===== src/rtl/rxring_pkg.sv =====
package rxring_pkg;
    // status bit positions, software decodes these
    localparam int ST_EMPTY = 0;
    localparam int ST_WRAP  = 1;
    localparam int ST_LAST  = 2;
    localparam int ST_ERR   = 3;
    localparam int ST_W     = 4;

    typedef enum logic [1:0] {
        WS_IDLE,
        WS_FILL,
        WS_SKIP
    } walk_state_e;
endpackage


===== src/rtl/rxring_desc_store.sv =====
module rxring_desc_store
    import rxring_pkg::*;
#(
    parameter int NUM_DESC  = 4,
    parameter int MAX_FRAME = 1518,
    parameter int ADDR_W    = 13,
    parameter int LEN_W     = 16,
    localparam int IDX_W    = (NUM_DESC > 1) ? $clog2(NUM_DESC) : 1
) (
    input  logic              clk,
    input  logic              rst_n,
    input  logic              sw_wr,
    input  logic [IDX_W-1:0]  sw_idx,
    input  logic [ST_W-1:0]   sw_st_w,
    input  logic [LEN_W-1:0]  sw_len_w,
    input  logic [ADDR_W-1:0] sw_ptr_w,
    output logic [ST_W-1:0]   sw_st_r,
    output logic [LEN_W-1:0]  sw_len_r,
    output logic [ADDR_W-1:0] sw_ptr_r,
    input  logic [IDX_W-1:0]  eng_idx,
    output logic              eng_empty,
    output logic              eng_wrap,
    output logic [ADDR_W-1:0] eng_ptr,
    input  logic              cm_we,
    input  logic [IDX_W-1:0]  cm_idx,
    input  logic [ST_W-1:0]   cm_st,
    input  logic [LEN_W-1:0]  cm_len
);
    logic [ST_W-1:0]   st_arr  [NUM_DESC];
    logic [LEN_W-1:0]  len_arr [NUM_DESC];
    logic [ADDR_W-1:0] ptr_arr [NUM_DESC];

    for (genvar i = 0; i < NUM_DESC; i++) begin : g_ent
        localparam logic [ST_W-1:0] RST_ST =
            (i == NUM_DESC - 1) ? ST_W'((1 << ST_EMPTY) | (1 << ST_WRAP))
                                : ST_W'(1 << ST_EMPTY);
        logic [ST_W-1:0]   st_d,  st_q;
        logic [LEN_W-1:0]  len_d, len_q;
        logic [ADDR_W-1:0] ptr_d, ptr_q;

        always_comb begin
            st_d  = st_q;
            len_d = len_q;
            ptr_d = ptr_q;
            // engine completion has priority over a software write
            if (cm_we && cm_idx == IDX_W'(i)) begin
                st_d  = cm_st;
                len_d = cm_len;
            end else if (sw_wr && sw_idx == IDX_W'(i)) begin
                st_d  = sw_st_w;
                len_d = sw_len_w;
                ptr_d = sw_ptr_w;
            end
        end

        always_ff @(posedge clk) begin
            if (!rst_n) begin
                st_q  <= RST_ST;
                len_q <= '0;
                ptr_q <= ADDR_W'(i * MAX_FRAME);
            end else begin
                st_q  <= st_d;
                len_q <= len_d;
                ptr_q <= ptr_d;
            end
        end

        assign st_arr[i]  = st_q;
        assign len_arr[i] = len_q;
        assign ptr_arr[i] = ptr_q;
    end

    assign sw_st_r   = st_arr[sw_idx];
    assign sw_len_r  = len_arr[sw_idx];
    assign sw_ptr_r  = ptr_arr[sw_idx];
    assign eng_empty = st_arr[eng_idx][ST_EMPTY];
    assign eng_wrap  = st_arr[eng_idx][ST_WRAP];
    assign eng_ptr   = ptr_arr[eng_idx];
endmodule


===== src/rtl/rxring_walker.sv =====
module rxring_walker
    import rxring_pkg::*;
#(
    parameter int NUM_DESC  = 4,
    parameter int MAX_FRAME = 1518,
    parameter int ADDR_W    = 13,
    parameter int LEN_W     = 16,
    localparam int IDX_W    = (NUM_DESC > 1) ? $clog2(NUM_DESC) : 1
) (
    input  logic              clk,
    input  logic              rst_n,
    input  logic              rx_valid,
    input  logic [7:0]        rx_data,
    input  logic              rx_last,
    input  logic              rx_error,
    input  logic              task_en,
    input  logic              cur_empty,
    input  logic              cur_wrap,
    input  logic [ADDR_W-1:0] cur_ptr,
    output logic [IDX_W-1:0]  cur_idx,
    output logic              mem_we,
    output logic [ADDR_W-1:0] mem_addr,
    output logic [7:0]        mem_wdata,
    output logic              cm_we,
    output logic [IDX_W-1:0]  cm_idx,
    output logic [ST_W-1:0]   cm_st,
    output logic [LEN_W-1:0]  cm_len,
    output logic              parked,
    output logic              overrun
);
    localparam logic [LEN_W-1:0] LIMIT = LEN_W'(MAX_FRAME);

    typedef struct packed {
        walk_state_e       st;
        logic [IDX_W-1:0]  idx;
        logic [LEN_W-1:0]  cnt;
        logic [ADDR_W-1:0] base;
        logic              wrap;
        logic              trunc;
        logic              park;
        logic              ovr;
        logic              bwe;
        logic [ADDR_W-1:0] baddr;
        logic [7:0]        bdata;
        logic              cwe;
        logic [IDX_W-1:0]  cidx;
        logic [ST_W-1:0]   cst;
        logic [LEN_W-1:0]  clen;
    } walk_t;

    walk_t q, d;

    logic              busy;
    logic              avail;
    logic              fin;
    logic              fin_wrap;
    logic              fin_err;
    logic [LEN_W-1:0]  fin_len;

    always_comb begin
        d        = q;
        d.bwe    = 1'b0;
        d.cwe    = 1'b0;
        fin      = 1'b0;
        fin_wrap = 1'b0;
        fin_err  = 1'b0;
        fin_len  = '0;
        if (task_en) d.park = 1'b0;
        // a completion still in flight to this index counts as occupied
        busy  = q.cwe && (q.cidx == q.idx);
        avail = cur_empty && !busy && !d.park;

        unique case (q.st)
            WS_IDLE: begin
                if (rx_valid) begin
                    if (avail) begin
                        d.bwe   = 1'b1;
                        d.baddr = cur_ptr;
                        d.bdata = rx_data;
                        d.base  = cur_ptr;
                        d.cnt   = LEN_W'(1);
                        d.wrap  = cur_wrap;
                        d.trunc = 1'b0;
                        if (rx_last) begin
                            fin      = 1'b1;
                            fin_wrap = cur_wrap;
                            fin_err  = rx_error;
                            fin_len  = LEN_W'(1);
                        end else begin
                            d.st = WS_FILL;
                        end
                    end else begin
                        d.ovr  = 1'b1;
                        d.park = 1'b1;
                        if (!rx_last) d.st = WS_SKIP;
                    end
                end
            end
            WS_FILL: begin
                if (rx_valid) begin
                    if (q.cnt < LIMIT) begin
                        d.bwe   = 1'b1;
                        d.baddr = q.base + ADDR_W'(q.cnt);
                        d.bdata = rx_data;
                        d.cnt   = q.cnt + 1'b1;
                    end else begin
                        d.trunc = 1'b1;
                    end
                    if (rx_last) begin
                        fin      = 1'b1;
                        fin_wrap = q.wrap;
                        fin_err  = rx_error || d.trunc;
                        fin_len  = d.cnt;
                        d.st     = WS_IDLE;
                    end
                end
            end
            WS_SKIP: begin
                if (rx_valid && rx_last) d.st = WS_IDLE;
            end
            default: d.st = WS_IDLE;
        endcase

        if (fin) begin
            d.cwe  = 1'b1;
            d.cidx = q.idx;
            d.clen = fin_len;
            d.cst  = '0;
            d.cst[ST_WRAP] = fin_wrap;
            d.cst[ST_LAST] = 1'b1;
            d.cst[ST_ERR]  = fin_err;
            if (fin_wrap || q.idx == IDX_W'(NUM_DESC - 1)) d.idx = '0;
            else                                           d.idx = q.idx + 1'b1;
        end
    end

    always_ff @(posedge clk) begin
        if (!rst_n) begin
            q <= '{st: WS_IDLE, default: '0};
        end else begin
            q <= d;
        end
    end

    assign cur_idx   = q.idx;
    assign mem_we    = q.bwe;
    assign mem_addr  = q.baddr;
    assign mem_wdata = q.bdata;
    assign cm_we     = q.cwe;
    assign cm_idx    = q.cidx;
    assign cm_st     = q.cst;
    assign cm_len    = q.clen;
    assign parked    = q.park;
    assign overrun   = q.ovr;
endmodule


===== src/rtl/rxring_engine.sv =====
module rxring_engine
    import rxring_pkg::*;
#(
    parameter int NUM_DESC  = 4,
    parameter int MAX_FRAME = 1518,
    parameter int ADDR_W    = 13,
    parameter int LEN_W     = 16,
    localparam int IDX_W    = (NUM_DESC > 1) ? $clog2(NUM_DESC) : 1
) (
    input  logic              clk,
    input  logic              rst_n,
    input  logic              rx_valid,
    input  logic [7:0]        rx_data,
    input  logic              rx_last,
    input  logic              rx_error,
    input  logic              task_en,
    input  logic              sw_wr,
    input  logic [IDX_W-1:0]  sw_idx,
    input  logic [3:0]        sw_status_in,
    input  logic [LEN_W-1:0]  sw_len_in,
    input  logic [ADDR_W-1:0] sw_ptr_in,
    output logic [3:0]        sw_status_out,
    output logic [LEN_W-1:0]  sw_len_out,
    output logic [ADDR_W-1:0] sw_ptr_out,
    output logic              mem_we,
    output logic [ADDR_W-1:0] mem_addr,
    output logic [7:0]        mem_wdata,
    output logic [IDX_W-1:0]  ring_pos,
    output logic              parked,
    output logic              overrun
);
    logic              eng_empty;
    logic              eng_wrap;
    logic [ADDR_W-1:0] eng_ptr;
    logic              cm_we;
    logic [IDX_W-1:0]  cm_idx;
    logic [ST_W-1:0]   cm_st;
    logic [LEN_W-1:0]  cm_len;

    rxring_desc_store #(
        .NUM_DESC(NUM_DESC), .MAX_FRAME(MAX_FRAME),
        .ADDR_W(ADDR_W), .LEN_W(LEN_W)
    ) u_store (
        .clk(clk), .rst_n(rst_n),
        .sw_wr(sw_wr), .sw_idx(sw_idx),
        .sw_st_w(sw_status_in), .sw_len_w(sw_len_in), .sw_ptr_w(sw_ptr_in),
        .sw_st_r(sw_status_out), .sw_len_r(sw_len_out), .sw_ptr_r(sw_ptr_out),
        .eng_idx(ring_pos), .eng_empty(eng_empty), .eng_wrap(eng_wrap),
        .eng_ptr(eng_ptr),
        .cm_we(cm_we), .cm_idx(cm_idx), .cm_st(cm_st), .cm_len(cm_len)
    );

    rxring_walker #(
        .NUM_DESC(NUM_DESC), .MAX_FRAME(MAX_FRAME),
        .ADDR_W(ADDR_W), .LEN_W(LEN_W)
    ) u_walk (
        .clk(clk), .rst_n(rst_n),
        .rx_valid(rx_valid), .rx_data(rx_data),
        .rx_last(rx_last), .rx_error(rx_error), .task_en(task_en),
        .cur_empty(eng_empty), .cur_wrap(eng_wrap), .cur_ptr(eng_ptr),
        .cur_idx(ring_pos),
        .mem_we(mem_we), .mem_addr(mem_addr), .mem_wdata(mem_wdata),
        .cm_we(cm_we), .cm_idx(cm_idx), .cm_st(cm_st), .cm_len(cm_len),
        .parked(parked), .overrun(overrun)
    );
endmodule


===== config.mk =====
export PLATFORM = sky130hd
export DESIGN_NAME = rxring_engine
export DESIGN_NICKNAME = d
export VERILOG_FILES = /design/src/rtl/rxring_pkg.sv /design/src/rtl/rxring_desc_store.sv /design/src/rtl/rxring_walker.sv /design/src/rtl/rxring_engine.sv
export SDC_FILE = /design/constraint.sdc
export NUM_CORES = 1
export LEC_CHECK = 0
export BUFFER_PORTS_ARGS = -buffer_cell sky130_fd_sc_hd__clkbuf_2
export CORE_MARGIN = 4
export CORE_UTILIZATION = 40
export CTS_CLUSTER_SIZE = 25
export DETAILED_ROUTE_END_ITERATION = 16
export HOLD_SLACK_MARGIN = 0.06
export SLEW_MARGIN = 5
export SYNTH_ARGS = -nofsm -noshare
export SYNTH_HDL_FRONTEND = slang
export SYNTH_SLANG_ARGS = --single-unit
export TNS_END_PERCENT = 20

===== constraint.sdc =====
create_clock -name clk -period 3.3 [get_ports clk]
set_clock_uncertainty 0.1 [all_clocks]
set_input_delay 0.66 -clock clk [delete_from_list [all_inputs] [get_ports clk]]
set_output_delay 0.66 -clock clk [all_outputs]
set_load 0.01 [all_outputs]

[After elaboration in Yosys (flattened, before gate mapping)]
Cells that the tools add are included.
Storage, ports and cells
  memories: 0
  input port bits: 50
  bits in registers: 213
  bits in writable memories: 0
  latch bits: 0
  output and inout port bits: 59
  word-level logic and storage cells: 171
  memory bits (read-only): 0
Operators by class
  div/mod/pow operators: 0
  reductions and logical operators: 33
  order comparisons: 3
  multipliers: 0
  bitwise logic cells: 7
  $add $sub $neg: 3
  shifts and indexed selects: 0
  eq/ne operators: 17
  mux-type cells: 81
Operator list (count)
  $mux W16: 15
  $mux W22: 3
  $pmux W16 S2: 2
  $mux W55: 1
  $bmux W13 S2: 2
  $mux W13: 4
  $pmux W22 S2: 1
  $mux W4: 10
  $bmux W16 S2: 1
  $mux W31: 1
  $mux W2: 12
  $mux W23: 1
  $mux W1: 21
  $add A16 B1 Y16 const B: 1
  $bmux W4 S2: 2
  $lt A16 B11 Y1 const B: 1
  $add A13 B13 Y13: 1
  $eq A2 B2 Y1 const B: 6
  $logic_and A1 B1 Y1: 12
  $reduce_and A5 Y1: 2
  $reduce_bool A2 Y1: 5
  $ne A2 B2 Y1 const B: 4
  $pmux W1 S2: 4
  $reduce_and A2 Y1: 4
  other kinds (13): 28

[Logic depth before layout (Yosys ltp)]
Gate-level depths: netlist (run 1).
  word-level depth: 11
  depth in mapped cells: 9
  depth with buffers taken out: 9

[Modules after synthesis]
A second synthesis (run 1) with hierarchy kept.
Second synthesis, totals
  cell total of the unflattened synthesis: 1256
  area total of the unflattened synthesis: 10841.6 um^2
By module, submodules not included
  rxring_desc_store: sequential area each 2642.5 um^2, instances 1, cells each 742, area an instance 6646.4 um^2
  rxring_walker: sequential area each 1621.6 um^2, instances 1, cells each 514, area an instance 4195.3 um^2

[Worst setup path before layout (run 1)]
No wires, ideal clock.
  path type: input -> output
  from: input sw_idx[0]
  to: output sw_len_out[0]
  stages on the path: 3
  setup slack: 0.648 ns
  arrival time: 1.892 ns
  path through: clkbuf_1 > buf_2 > mux4_2
On the way
  longest elaborated chain between the ends: 4
RTL lines
  start: declaration: RTL line rxring_engine.sv:18  | input logic [IDX_W-1:0] sw_idx,
  $not A2 Y3 (not written as such): RTL line rxring_desc_store.sv:74  | assign sw_len_r = len_arr[sw_idx];
  $bmux W16 S2: RTL line rxring_desc_store.sv:74
  $mux W16 (not written as such) (2 in a row): RTL line rxring_desc_store.sv:74
  end: declaration: RTL line rxring_engine.sv:23  | output logic [LEN_W-1:0] sw_len_out,
No other way between the ends. The select of a mux whose other input is x is not followed.

[Worst setup path in the final report (run 1)]
  from: register u_walk.q[62] (netlist bit)
  to: register u_walk.q (netlist bit u_walk.mem_addr[12])
On the way
  longest elaborated chain between the ends: 4
RTL lines
  start: declaration: RTL line rxring_walker.sv:51  | walk_t q, d;
  start signal: assignment: RTL line rxring_walker.sv:139  | q <= '{st: WS_IDLE, default: '0};
  start signal: assignment: RTL line rxring_walker.sv:141  | q <= d;
  $add A13 B13 Y13: RTL line rxring_walker.sv:103  | d.baddr = q.base + ADDR_W'(q.cnt);
  $mux W22: RTL line rxring_walker.sv:101  | if (q.cnt < LIMIT) begin
  $mux W22: RTL line rxring_walker.sv:100  | if (rx_valid) begin
  $pmux W22 S2: RTL line rxring_walker.sv:73  | unique case (q.st)
Several ways; a longest one is shown, not always the timed one. The select of a mux whose other input is x is not followed.
A chain may end at the register's enable or synchronous reset.

==> results of run 1 <==
## cells in the final DEF (no fill, tap or decap), types with 3 or more instances in the layout
master	instances
a211oi_1	82
a21o_1	4
a21oi_1	82
a22oi_1	5
a31oi_1	8
and2_1	4
and3_1	15
buf_4	22
clkbuf_16	23
clkbuf_2	108
clkbuf_8	5
clkinv_2	5
dfxtp_1	213
ha_1	14
inv_1	8
mux2i_1	80
mux4_2	47
nand2_1	186
nand2b_1	8
nand3_1	42
nand3b_1	3
nand4_1	7
nor2_1	113
nor3_1	5
o21a_1	5
o21ai_0	29
o21ai_1	3
or3_1	7
or4_1	3
xnor2_1	3
xor2_1	13
## layout make-up
type / instances / area, sq um
Multi-Input combinational cell: 811 / 5630
Fill cell: 2461 / 13600
Tap cell: 330 / 413
Sequential cell: 213 / 4260
Clock inverter: 11 / 118
Timing Repair Buffer: 132 / 746
Clock buffer: 30 / 652
Inverter: 10 / 40.0
## cells in the mapped netlist (22+ instances only)
| cell | count | area [sq um] |
|---|---|---|
| a211oi_1 | 82 | 616 |
| a21oi_1 | 82 | 410 |
| buf_2 | 22 | 110 |
| buf_4 | 24 | 180 |
| clkbuf_1 | 53 | 199 |
| dfxtp_1 | 213 | 4260 |
| mux2i_1 | 80 | 801 |
| mux4_2 | 47 | 1060 |
| nand2_1 | 186 | 698 |
| nand3_1 | 42 | 210 |
| nor2_1 | 113 | 424 |
| o21ai_0 | 29 | 145 |
## registers in the layout, indices dropped and copies added, names as in the netlist, 2 cells and up
name / cells
u_store.g_ent.len_q: 64
u_walk.q: 33
u_walk.cur_idx: 2
u_store.g_ent.st_q: 16
u_walk.cm_idx: 2
u_walk.cm_len: 16
u_walk.mem_wdata: 8
u_walk.cm_st: 3
u_store.g_ent.ptr_q: 52
u_walk.mem_addr: 13
## kinds of logic (layout without fill, tap and decap cells)
family	after synthesis	after routing	synth area share [%]
AND/OR/NAND/NOR	405	405	16.8
multiplexers	130	130	18.2
buffers and inverters	119	183	5.61
XOR/XNOR	16	16	1.34
flip-flops	213	213	40.7
adder cells (fa/ha/maj)	15	15	1.86
AO/OA/AOI/OAI	245	245	15.5
## worst max-delay path, delay by kind of cell (launching register included)
family	cells	cell delay [ns]
buf+inv	1	0.07
flops	1	0.49
simple gates	2	0.28
fa+ha+maj	2	0.64
compound gates	4	1.10
## stage by stage
step	setup WS, ns	hold slack, ns	util (%)	std cells	power (uW)
floorplan	0.648	0.332	-	1143	3350
global placement	0.665	0.338	43.6	1496	3580
detailed placement	0.563	0.349	43.6	1496	3590
CTS	0.545	0.257	46.6	1537	6210
global route	0.210	0.283	46.6	1537	6390
finish	0.514	0.277	46.6	1537	6150
## power breakdown
part           internal (uW)  leakage, uW  switching (uW)
sequential              2690      0.00173            81.4
clock                   1550     0.000378            1060
combinational            313      0.00295             451
## worst max-delay path by stage
stage / startpoint / to / slack, ns / cells past startpoint
after global placement: u_walk.q[62]$_SDFFE_PN0P_ / u_walk.mem_addr[12]$_SDFFE_PN0P_ / 0.66 / 9
after global routing: u_walk.q[62]$_SDFFE_PN0P_ / u_walk.mem_addr[12]$_SDFFE_PN0P_ / 0.21 / 9
after floorplan: sw_idx[0] / sw_len_out[0] / 0.65 / 3
final: u_walk.q[62]$_SDFFE_PN0P_ / u_walk.mem_addr[12]$_SDFFE_PN0P_ / 0.51 / 9
after detailed placement: u_walk.q[62]$_SDFFE_PN0P_ / u_walk.mem_addr[12]$_SDFFE_PN0P_ / 0.56 / 9
after CTS: u_walk.q[62]$_SDFFE_PN0P_ / u_walk.mem_addr[12]$_SDFFE_PN0P_ / 0.54 / 9
## metal layers
| metal | routed length [um] | up-vias | global-route usage (%) |
|---|---|---|---|
| li1 | - | 4183 | - |
| met1 | 12800 | 4131 | 26.8 |
| met2 | 13600 | 217 | 32.0 |
| met3 | 1710 | 58 | 3.81 |
| met4 | 1040 | 0 | 7.35 |
| met5 | 0 | - | 0 |
==> metrics.md, run 1 <==
| Metric | Value |
|---|---|
| Total I/O pin count | `109` |
| Clk sinks | `213` |
| Global-route wire length before repair | `47000 um` |
| Site Rows | `58` |
| Number of synthesized flops with an enable pin | `0` |
| Async set-reset flop share out of synthesis | `0%` |
| Sum of negative setup slack | `0 ns` |
| Antenna Cells | `0` |
| Hold WC Path Type | `in -> reg` |
| Initial Utilization | `41.1%` |
| Average cell area after synthesis | `9.17 sq um` |
| Clock Path Buffers | `3` |
| Hold Crit Depth | `3` |
| Vias/cell | `5.59` |
| Endpoints failing hold | `0` |
| Fin area | `0.0119 sq mm` |
| Starting DRC count in detailed routing | `527` |
| Clock slew seen by the registers of the worst setup and hold paths | `0.06 ns` |
| Slew HR | `47.0%` |
| Placed Area | `0.0111 sq mm` |
| Area delta synth->final | `13.2%` |
| Synth Warn # | `0` |
| Slew Viols, Final | `0` |
| Die Width | `170 um` |
| Reg-to-reg critical path startpoint | `u_walk.q[62]$_SDFFE_PN0P_` |
| Power per Cell Area | `518 mW/mm^2` |
| TritonRoute pass-1 iters | `7` |
| Vias in the first global route | `8492` |
| Routed WL | `29100 um` |
| Cell breakdown of the critical path | `ha_1 > inv_1 > fa_1 > nand2b_1 > a21oi_1 > o21ai_0 > o21ai_0 > nor2_1 > a311o_1` |
| Syn Nets | `1208` |
| Drt drc | `0` |
| Vert. Die Dim | `170 um` |
| Layout cells sized above 1 | `19.8%` |
| CP Capture Type | `register` |
| DP Wirelength | `19500 um` |
| Leading register cell type out of synthesis | `dfxtp_1` |
| Overall routing resource usage | `19.9%` |
| Nets | `1256` |
| Core footprint | `0.0255 sq mm` |
| IO Port Bufs | `108` |
| RD Place Congestion | `0.844` |
| Reg2Reg Setup Slack | `0.51 ns` |
| Routed Antenna Nets | `0` |
| WP data arrival | `3.08 ns` |
| Setup Crit Path Kind | `reg -> reg` |
| Status | `complete, no violations` |
| Netlist cell types | `68` |
| Slowest cell on the critical path | `dfxtp_1` |
| Startpoint Class | `register` |
| Synthesized netlist cell count | `1143` |
| Minimum clock period | `2.79 ns` |
| Worst path required time | `3.59 ns` |
| Initial antenna violation count | `0` |
| # hold bufs at CTS | `0` |
| Max IR drop VDD | `0.000317 V` |
| Worst skew pair latency | `0.51 ns` |
| Seq cells post-synth | `213` |
| Worst r2r dst | `u_walk.mem_addr[12]$_SDFFE_PN0P_` |
| Post-CTS setup buffer count | `0` |
| CTS tree | `done` |
| Per-cell routed wire length | `18.9 um` |
| Critical path fanouts, max | `8` |
| Worst Max-Slew Pin Slew | `0.794 ns` |
| Via count | `8589` |
| Largest net degree at the start of global routing | `73` |
| Min-delay src | `rx_data[3]` |
| Total grt overflow | `0` |
| Die ar. | `0.0289 sq mm` |
| Crit path top cell by count | `o21ai_0` |
| Max Freq | `359 MHz` |
| Setup violators final | `0` |
| Leak | `0.00506 uW` |
| Peak per-stage delay on the critical path | `0.49 ns` |
| Cts bufs inserted | `23` |
| PostCTS Resize Cnt | `0` |
| WHS Endpoint | `u_walk.mem_wdata[3]$_SDFFE_PN0P_` |
| Fin crit share | `84.4%` |
| Clock root buffer | `clkbuf_16` |
| Seq/Total Area, Yosys | `40.7%` |
| R2r worst-path depth | `9` |
| Synthesized cell area | `0.0105 sq mm` |
| CTS H-Tree Depth | `1` |
| Max-cap violation count | `0` |
| Unrepaired setup endpoints after global routing | `no` |
(Power assumes the default switching activity.)
==> run 2: changes to the inputs <==
- ABC_AREA: not set -> 1
- clock period: 3.3 -> 2.8 ns (I/O delays scaled with it)
==> run 2 against run 1 <==
Compared with the run above: utilization shrank 0.61 points; first-iteration DRC count increased by 83%; final cell count grew 23%; total power rose by 35%; combinational power increased by 110%; area after synthesis increased by 0.54%; largest power group unchanged.
==> metrics.md, run 2 <==
| Metric | Value |
|---|---|
| Fin crit share | `85.9%` |
| Cell with the most instances after synthesis | `nand2_1` |
| Power per Cell Area | `695 mW/mm^2 (+34%)` |
| Flop pwr share | `42.6% (-2.4 points)` |
| Largest register FFs | `64 (unchanged)` |
| Clock slew seen by the registers of the worst setup and hold paths | `0.06 ns (about the same)` |
| Antenna Cells | `0 (unchanged)` |
| Cts bufs inserted | `24 (+4.3%)` |
| Worst skew pair latency | `0.52 ns (about the same)` |
| PostCTS Resize Cnt | `0 (unchanged)` |
| Largest net degree at the start of global routing | `107 (+47%)` |
| Logic pwr share | `19.8% (+7.4 points)` |
| Synth Warn # | `0 (unchanged)` |
| Setup Crit Path Kind | `in -> out` |
| Synth top area share | `40.5% (-0.22 points)` |
| Sum of negative setup slack | `0 ns (unchanged)` |
| Slew HR | `58.7% (+12 points)` |
| Overall routing resource usage | `21.2% (+1.2 points)` |
| Core footprint | `0.0260 sq mm (+2.0%)` |
| IO Port Bufs | `108 (unchanged)` |
| Hold WC Path Type | `in -> reg` |
| Initial antenna violation count | `0 (unchanged)` |
| Starting DRC count in detailed routing | `963 (+83%)` |
| Largest registers | `u_store.g_ent.len_q: 64 flops, u_store.g_ent.ptr_q: 52 flops, u_walk.q: 33 flops` |
| Vias in the first global route | `9299 (+9.5%)` |
| Biggest register | `u_store.g_ent.len_q` |
| Die ar. | `0.0290 sq mm (+0.51%)` |
| Setup violators final | `0 (unchanged)` |
| RD Place Congestion | `0.861 (+2.1%)` |
| Reg2Reg Setup Slack | `0.56 ns (+0.05 ns)` |
| DP Wirelength | `21200 um (+8.9%)` |
| Async set-reset flop share out of synthesis | `0% (unchanged)` |
| Syn Nets | `1548 (+28%)` |
| Die Width | `170 um (+0.26%)` |
| Most frequent cells in the layout | `nand2_1, dfxtp_1, inv_1` |
| Critical path fanouts, max | `7 (-1)` |
| Vert. Die Dim | `170 um (+0.26%)` |
| Leading register cell type out of synthesis | `dfxtp_1` |
| CP Capture Type | `output pin` |
| Number of synthesized flops with an enable pin | `0 (unchanged)` |
| Max IR drop VDD | `0.000408 V (+29%)` |
| Slowest cell on the critical path | `a221oi_1` |
| Site Rows | `59 (+1.7%)` |
| WP depth | `8 (-1)` |
| Initial Utilization | `40.5% (-0.60 points)` |
| Netlist cell types | `46 (-32%)` |
| Commonest cells post-synth | `nand2_1, dfxtp_1, inv_1` |
| Beginning of the critical path | `sw_idx[1]` |
| Commonest non-fill, non-tap cell in the layout | `nand2_1` |
| Peak per-stage delay on the critical path | `0.26 ns (-0.23 ns)` |
| Endpoints failing hold | `0 (unchanged)` |
| Layout cells sized above 1 | `15.8% (-4.0 points)` |
| Vias/cell | `5.32 (-4.8%)` |
| Worst Max-Slew Pin Slew | `0.614 ns (-0.181 ns)` |
| Post-CTS setup buffer count | `0 (unchanged)` |
| Nets | `1605 (+28%)` |
| Reg-to-reg critical path startpoint | `u_walk.cur_idx[0]$_SDFFE_PN0P_` |
| Startpoint Class | `primary input` |
| Crit path top cell by count | `clkbuf_2` |
| Synthesized cell area | `0.0105 sq mm (+0.54%)` |
| Unrepaired setup endpoints after global routing | `no` |
| CTS tree | `done` |
| Seq/Total Area, Yosys | `40.5% (-0.22 points)` |
| Clock root buffer | `clkbuf_16` |
| Worst r2r dst | `u_walk.mem_addr[5]$_SDFFE_PN0P_` |
| Sw frac | `31.5% (+5.6 points)` |
| Average cell area after synthesis | `7.10 sq um (-23%)` |
| Max Freq | `416 MHz` |
| Total I/O pin count | `109 (unchanged)` |
| NetSw | `2620 uW (+64%)` |
| CTS H-Tree Depth | `1 (unchanged)` |
| Via count | `10100 (+17%)` |
| P_int | `5680 uW (+25%)` |
| Minimum clock period | `2.40 ns` |
| Status | `complete, no violations` |
| Clock Path Buffers | `3 (unchanged)` |
| Total grt overflow | `0 (unchanged)` |
| # fillers | `2695 (+9.5%)` |
| Clock power share | `37.6% (-4.9 points)` |
| WP data arrival | `1.74 ns (-1.34 ns)` |
| Top cells by area, synth | `dfxtp_1, nand2_1, a21oi_1` |
| Routed Antenna Nets | `0 (unchanged)` |
| Area delta synth->final | `13.4%` |
| Per-cell routed wire length | `16.7 um (-12%)` |
| Clk sinks | `213 (unchanged)` |
| Util after Layout | `46.0% (-0.61 points)` |
| Seq cells post-synth | `213 (unchanged)` |
| TritonRoute pass-1 iters | `5 (-2)` |
| # hold bufs at CTS | `0 (unchanged)` |
| Global-route wire length before repair | `50200 um (+6.7%)` |
| R2r worst-path depth | `11 (+2)` |
| Synthesized netlist cell count | `1483 (+30%)` |
| Routed WL | `31500 um (+8.2%)` |
| Buffers and inverters on the worst path | `5 (+4)` |
| Cell breakdown of the critical path | `clkbuf_2 > inv_1 > nand2_2 > clkinv_1 > buf_4 > a221oi_1 > o21ai_0 > clkbuf_2` |
| Leading area contributor after synthesis | `dfxtp_1` |
| Max-cap violation count | `0 (unchanged)` |
| Setup crit end | `sw_ptr_out[3]` |
| Drt drc | `0 (unchanged)` |
| Leak | `0.00491 uW (-3.1%)` |
| Worst path required time | `2.14 ns (-1.45 ns)` |
| Slew Viols, Final | `0 (unchanged)` |
| Kind of cell adding the most delay to the critical path | `buffers and inverters` |
## run 2: changes by cell type after synthesis, sizes merged, moves of 17 or more
cell    previous run  this run
mux2i             80         0
inv                9       131
a21oi             84       115
a22oi              5        22
a211oi            82         9
o211ai             1        33
nand2            187       435
mux4              48         0
nand3             43        61
o21ai             33       129
a31oi              8        58
## run 2: how the worst min path moves through the flow
| stage | slack (ns) | depth (start not counted) | end | from |
|---|---|---|---|---|
| floorplan | 0.34 | 2 | u_walk.q[77]$_SDFFE_PN0P_ | u_walk.q[77]$_SDFFE_PN0P_ |
| global placement | 0.34 | 2 | u_walk.overrun$_SDFFE_PN0P_ | u_walk.overrun$_SDFFE_PN0P_ |
| detailed placement | 0.35 | 2 | u_walk.overrun$_SDFFE_PN0P_ | u_walk.overrun$_SDFFE_PN0P_ |
| CTS | 0.17 | 3 | u_walk.mem_wdata[6]$_SDFFE_PN0P_ | rx_data[6] |
| global route | 0.19 | 3 | u_walk.mem_wdata[6]$_SDFFE_PN0P_ | rx_data[6] |
| finish | 0.18 | 3 | u_walk.mem_wdata[6]$_SDFFE_PN0P_ | rx_data[6] |
## run 2: layout make-up
cell class	instances	area, sq um	share of cell area [%]
multi-input cells	1027	5180	43.4
flip-flops and latches	213	4260	35.7
repair buffers	140	796	6.66
clock buffers	35	713	5.97
inverters	134	509	4.26
well taps	335	419	3.51
clock inverters	6	61.3	0.513
## run 2: per-stage QoR
stage | setup WS, ns | area [sq um] | total power [uW] | cells | hold slack (ns)
after CTS | 0.400 | 11900 | 8350 | 1890 | 0.172
after detailed placement | 0.412 | 11200 | 5230 | 1849 | 0.348
after global placement | 0.397 | 11200 | 5210 | 1849 | 0.340
final | 0.396 | 11900 | 8300 | 1890 | 0.181
after global routing | 0.324 | 11900 | 8700 | 1890 | 0.189
after floorplan | 0.702 | 10500 | 4790 | 1483 | 0.337
## run 2: per-layer routing
layer | vias up | wire, um | GRT usage, %
li1 | 5035 | - | -
met1 | 4667 | 14900 | 30.1
met2 | 318 | 13800 | 33.5
met3 | 37 | 2390 | 3.93
met4 | 0 | 488 | 4.83
met5 | - | 0 | 0
## run 2: kinds of logic after synthesis
family          share of synthesized area (%)
simple gates                             24.7
compound gates                           22.1
buf+inv                                  10.4
flops                                    40.5
fa+ha+maj                                1.85
xor+xnor                                0.499
## run 2: tightest hold or removal path: cells and delay by family
family          cells  cell delay [ns]
buf+inv             1             0.08
compound gates      1             0.05
simple gates        1             0.07
## run 2: power groups by stage
stage | combinational [uW] | sequential [uW] | clock [uW]
finish | 1640 | 3540 | 3120
global route | 1840 | 3570 | 3290
CTS | 1640 | 3540 | 3170
detailed placement | 1640 | 3600 | 0
global placement | 1620 | 3600 | 0
floorplan | 1270 | 3520 | 0
==> run 3: changes to the inputs <==
- ABC_AREA: 1 -> not set
- SLEW_MARGIN: 5 -> 20
==> run 3 against run 2 <==
Compared with the run above: worst setup slack worse by 0.15 ns; utilization rose by 1.5 points; total power decreased by 9.2%; first-iteration DRC count down 42%; final area increased by 1.2%; worst hold slack got worse by 0.022 ns.
==> metrics.md, run 3 (synthesized netlist as in run 1, its figures left out) <==
| Metric | Value |
|---|---|
| Layout cells sized above 1 | `21.0% (+5.2 points)` |
| Drt drc | `0 (unchanged)` |
| Starting DRC count in detailed routing | `556 (-42%)` |
| Initial antenna violation count | `1 (+1)` |
| CP Capture Type | `register` |
| Util after Layout | `47.5% (+1.5 points)` |
| Cell breakdown of the critical path | `inv_1 > fa_1 > nand2b_1 > a21oi_1 > o21ai_0 > o21ai_0 > nor2_1 > a311o_1` |
| Startpoint Class | `register` |
| Max Freq | `392 MHz (-5.7%)` |
| Sum of negative setup slack | `0 ns (unchanged)` |
| Minimum clock period | `2.55 ns (+0.146 ns)` |
| Worst Max-Slew Pin Slew | `0.800 ns (+0.186 ns)` |
| Max IR drop VDD | `0.000427 V (+4.5%)` |
| DP Wirelength | `20400 um (-3.9%)` |
| Slowest cell on the critical path | `dfxtp_1` |
| Via count | `8700 (-13%)` |
| Slew Viols, Final | `0 (unchanged)` |
| Critical path fanouts, max | `8 (+1)` |
| Buffers and inverters on the worst path | `1 (-4)` |
| Post-CTS setup buffer count | `0 (unchanged)` |
| Crit path top cell by count | `o21ai_0` |
| Initial Utilization | `41.1% (+0.60 points)` |
| Status | `complete, no violations` |
| Hold_ws | `0.159 ns (-0.0219 ns)` |
| Power per Cell Area | `624 mW/mm^2 (-10%)` |
| Routed Antenna Nets | `0 (unchanged)` |
| Vert. Die Dim | `170 um (-0.26%)` |
| Beginning of the critical path | `u_walk.q[63]$_SDFFE_PN0P_` |
| WP data arrival | `2.87 ns (+1.13 ns)` |
| TritonRoute pass-1 iters | `5 (unchanged)` |
| Endpoints failing hold | `0 (unchanged)` |
| # hold bufs at CTS | `0 (unchanged)` |
| Clk sinks | `213 (unchanged)` |
| Worst skew pair latency | `0.54 ns (+0.02 ns)` |
| Routed WL | `29600 um (-6.0%)` |
| CTS tree | `done` |
| IO Port Bufs | `108 (unchanged)` |
| Peak per-stage delay on the critical path | `0.48 ns (+0.22 ns)` |
| Hold WC Path Type | `in -> reg` |
| Most frequent cells in the layout | `dfxtp_1, nand2_1, nor2_1` |
| Unrepaired setup endpoints after global routing | `no` |
| Reg-to-reg critical path startpoint | `u_walk.q[63]$_SDFFE_PN0P_` |
| Cts bufs inserted | `25 (+4.2%)` |
| Overall routing resource usage | `20.2% (-0.97 points)` |
| Vias/cell | `5.59 (+5.1%)` |
| Clock root buffer | `clkbuf_16` |
| Cell Count, Final, Fillers Out | `1555 (-18%)` |
| Total grt overflow | `0 (unchanged)` |
| Nets | `1272 (-21%)` |
| Worst path required time | `3.12 ns (+0.98 ns)` |
| Max-cap violation count | `0 (unchanged)` |
| Largest net degree at the start of global routing | `41 (-62%)` |
| Leak | `0.00519 uW (+5.7%)` |
| Area delta synth->final | `15.4%` |
| Kind of cell adding the most delay to the critical path | `compound AO/OA/AOI/OAI gates` |
| CTS H-Tree Depth | `1 (unchanged)` |
| Core footprint | `0.0255 sq mm (-2.0%)` |
| Total I/O pin count | `109 (unchanged)` |
| Fin crit share | `91.1% (+5.2 points)` |
| Antenna Cells | `0 (unchanged)` |
| Die ar. | `0.0289 sq mm (-0.51%)` |
| PostCTS Resize Cnt | `0 (unchanged)` |
| Setup violators final | `0 (unchanged)` |
| Die Width | `170 um (-0.26%)` |
| Clock Path Buffers | `3 (unchanged)` |
| Setup Crit Path Kind | `reg -> reg` |
| Per-cell routed wire length | `19.0 um (+14%)` |
| Placed Instances | `1510 (-18%)` |
| Largest register FFs | `64 (unchanged)` |
| RD Place Congestion | `0.877 (+1.8%)` |
| Biggest register | `u_store.g_ent.len_q` |
| Site Rows | `58 (-1.7%)` |
| Slew HR | `46.7% (-12 points)` |
| Min-delay src | `rx_data[4]` |
| Commonest non-fill, non-tap cell in the layout | `dfxtp_1` |
| Largest registers | `u_store.g_ent.len_q: 64 flops, u_store.g_ent.ptr_q: 52 flops, u_walk.q: 33 flops` |
| Global-route wire length before repair | `47500 um (-5.4%)` |
| Vias in the first global route | `8504 (-8.5%)` |
| Clock slew seen by the registers of the worst setup and hold paths | `0.06 ns (about the same)` |
-- run 3: cell types whose count changed in the layout (fill, tap and decap cells not counted), moves of 22 or more --
cell      before  now
nand2_1      421  186
inv_1        109    8
mux2i_1        0   80
a211oi_1       8   82
o21ai_0       99   29
a31oi_1       58    8
mux4_2         0   47
o211ai_1      33    1
nor2_1        86  113
o21ai_1       30    3
a21oi_1      104   82
-- run 3: per-layer routing --
metal / part of all wire, % / vias to the layer above / GRT usage (%)
li1: - / 4219 / -
met1: 45 / 4208 / 27.4
met2: 47 / 233 / 33.4
met3: 5.6 / 38 / 3.65
met4: 2.3 / 2 / 5.36
met5: 0.068 / - / 0
-- run 3: layout make-up --
class	instances	area, sq um
clock buffer	35	743
timing repair buffer	146	876
inverter	10	40.0
sequential	213	4260
tap	330	413
multi-input combinational	811	5630
fill	2419	13400
clock inverter	10	120
-- run 3: path summary, 6_finish.rpt --
kind	depth (start not counted)	slack, ns	to
worst min register to register	2	0.35	u_walk.mem_wdata[1]$_SDFFE_PN0P_
worst max-delay path	8	0.25	u_walk.mem_addr[12]$_SDFFE_PN0P_
worst max register to register	8	0.25	u_walk.mem_addr[12]$_SDFFE_PN0P_
worst min-delay path	3	0.16	u_walk.mem_wdata[4]$_SDFFE_PN0P_
-- run 3: per-stage QoR --
step                worst slack, ns  instance area, sq um  power (uW)
finish                        0.250                 12100        7540
CTS                           0.298                 12100        7610
detailed placement            0.310                 11200        4260
floorplan                     0.348                 10500        3950
global route                 0.0806                 12100        7850
global placement              0.328                 11200        4250
-- run 3: power by group --
group | total, uW | leakage (uW) | internal [uW] | switching (uW)
clock network | 3350 | 0.000426 | 2040 | 1310
logic | 934 | 0.00303 | 389 | 545
registers | 3260 | 0.00173 | 3170 | 92.5
-- run 3: tightest hold or removal path, cell delays in order --
cell and delay [ns]:
clkbuf_2 0.08, nand2_1 0.04, a21oi_1 0.05
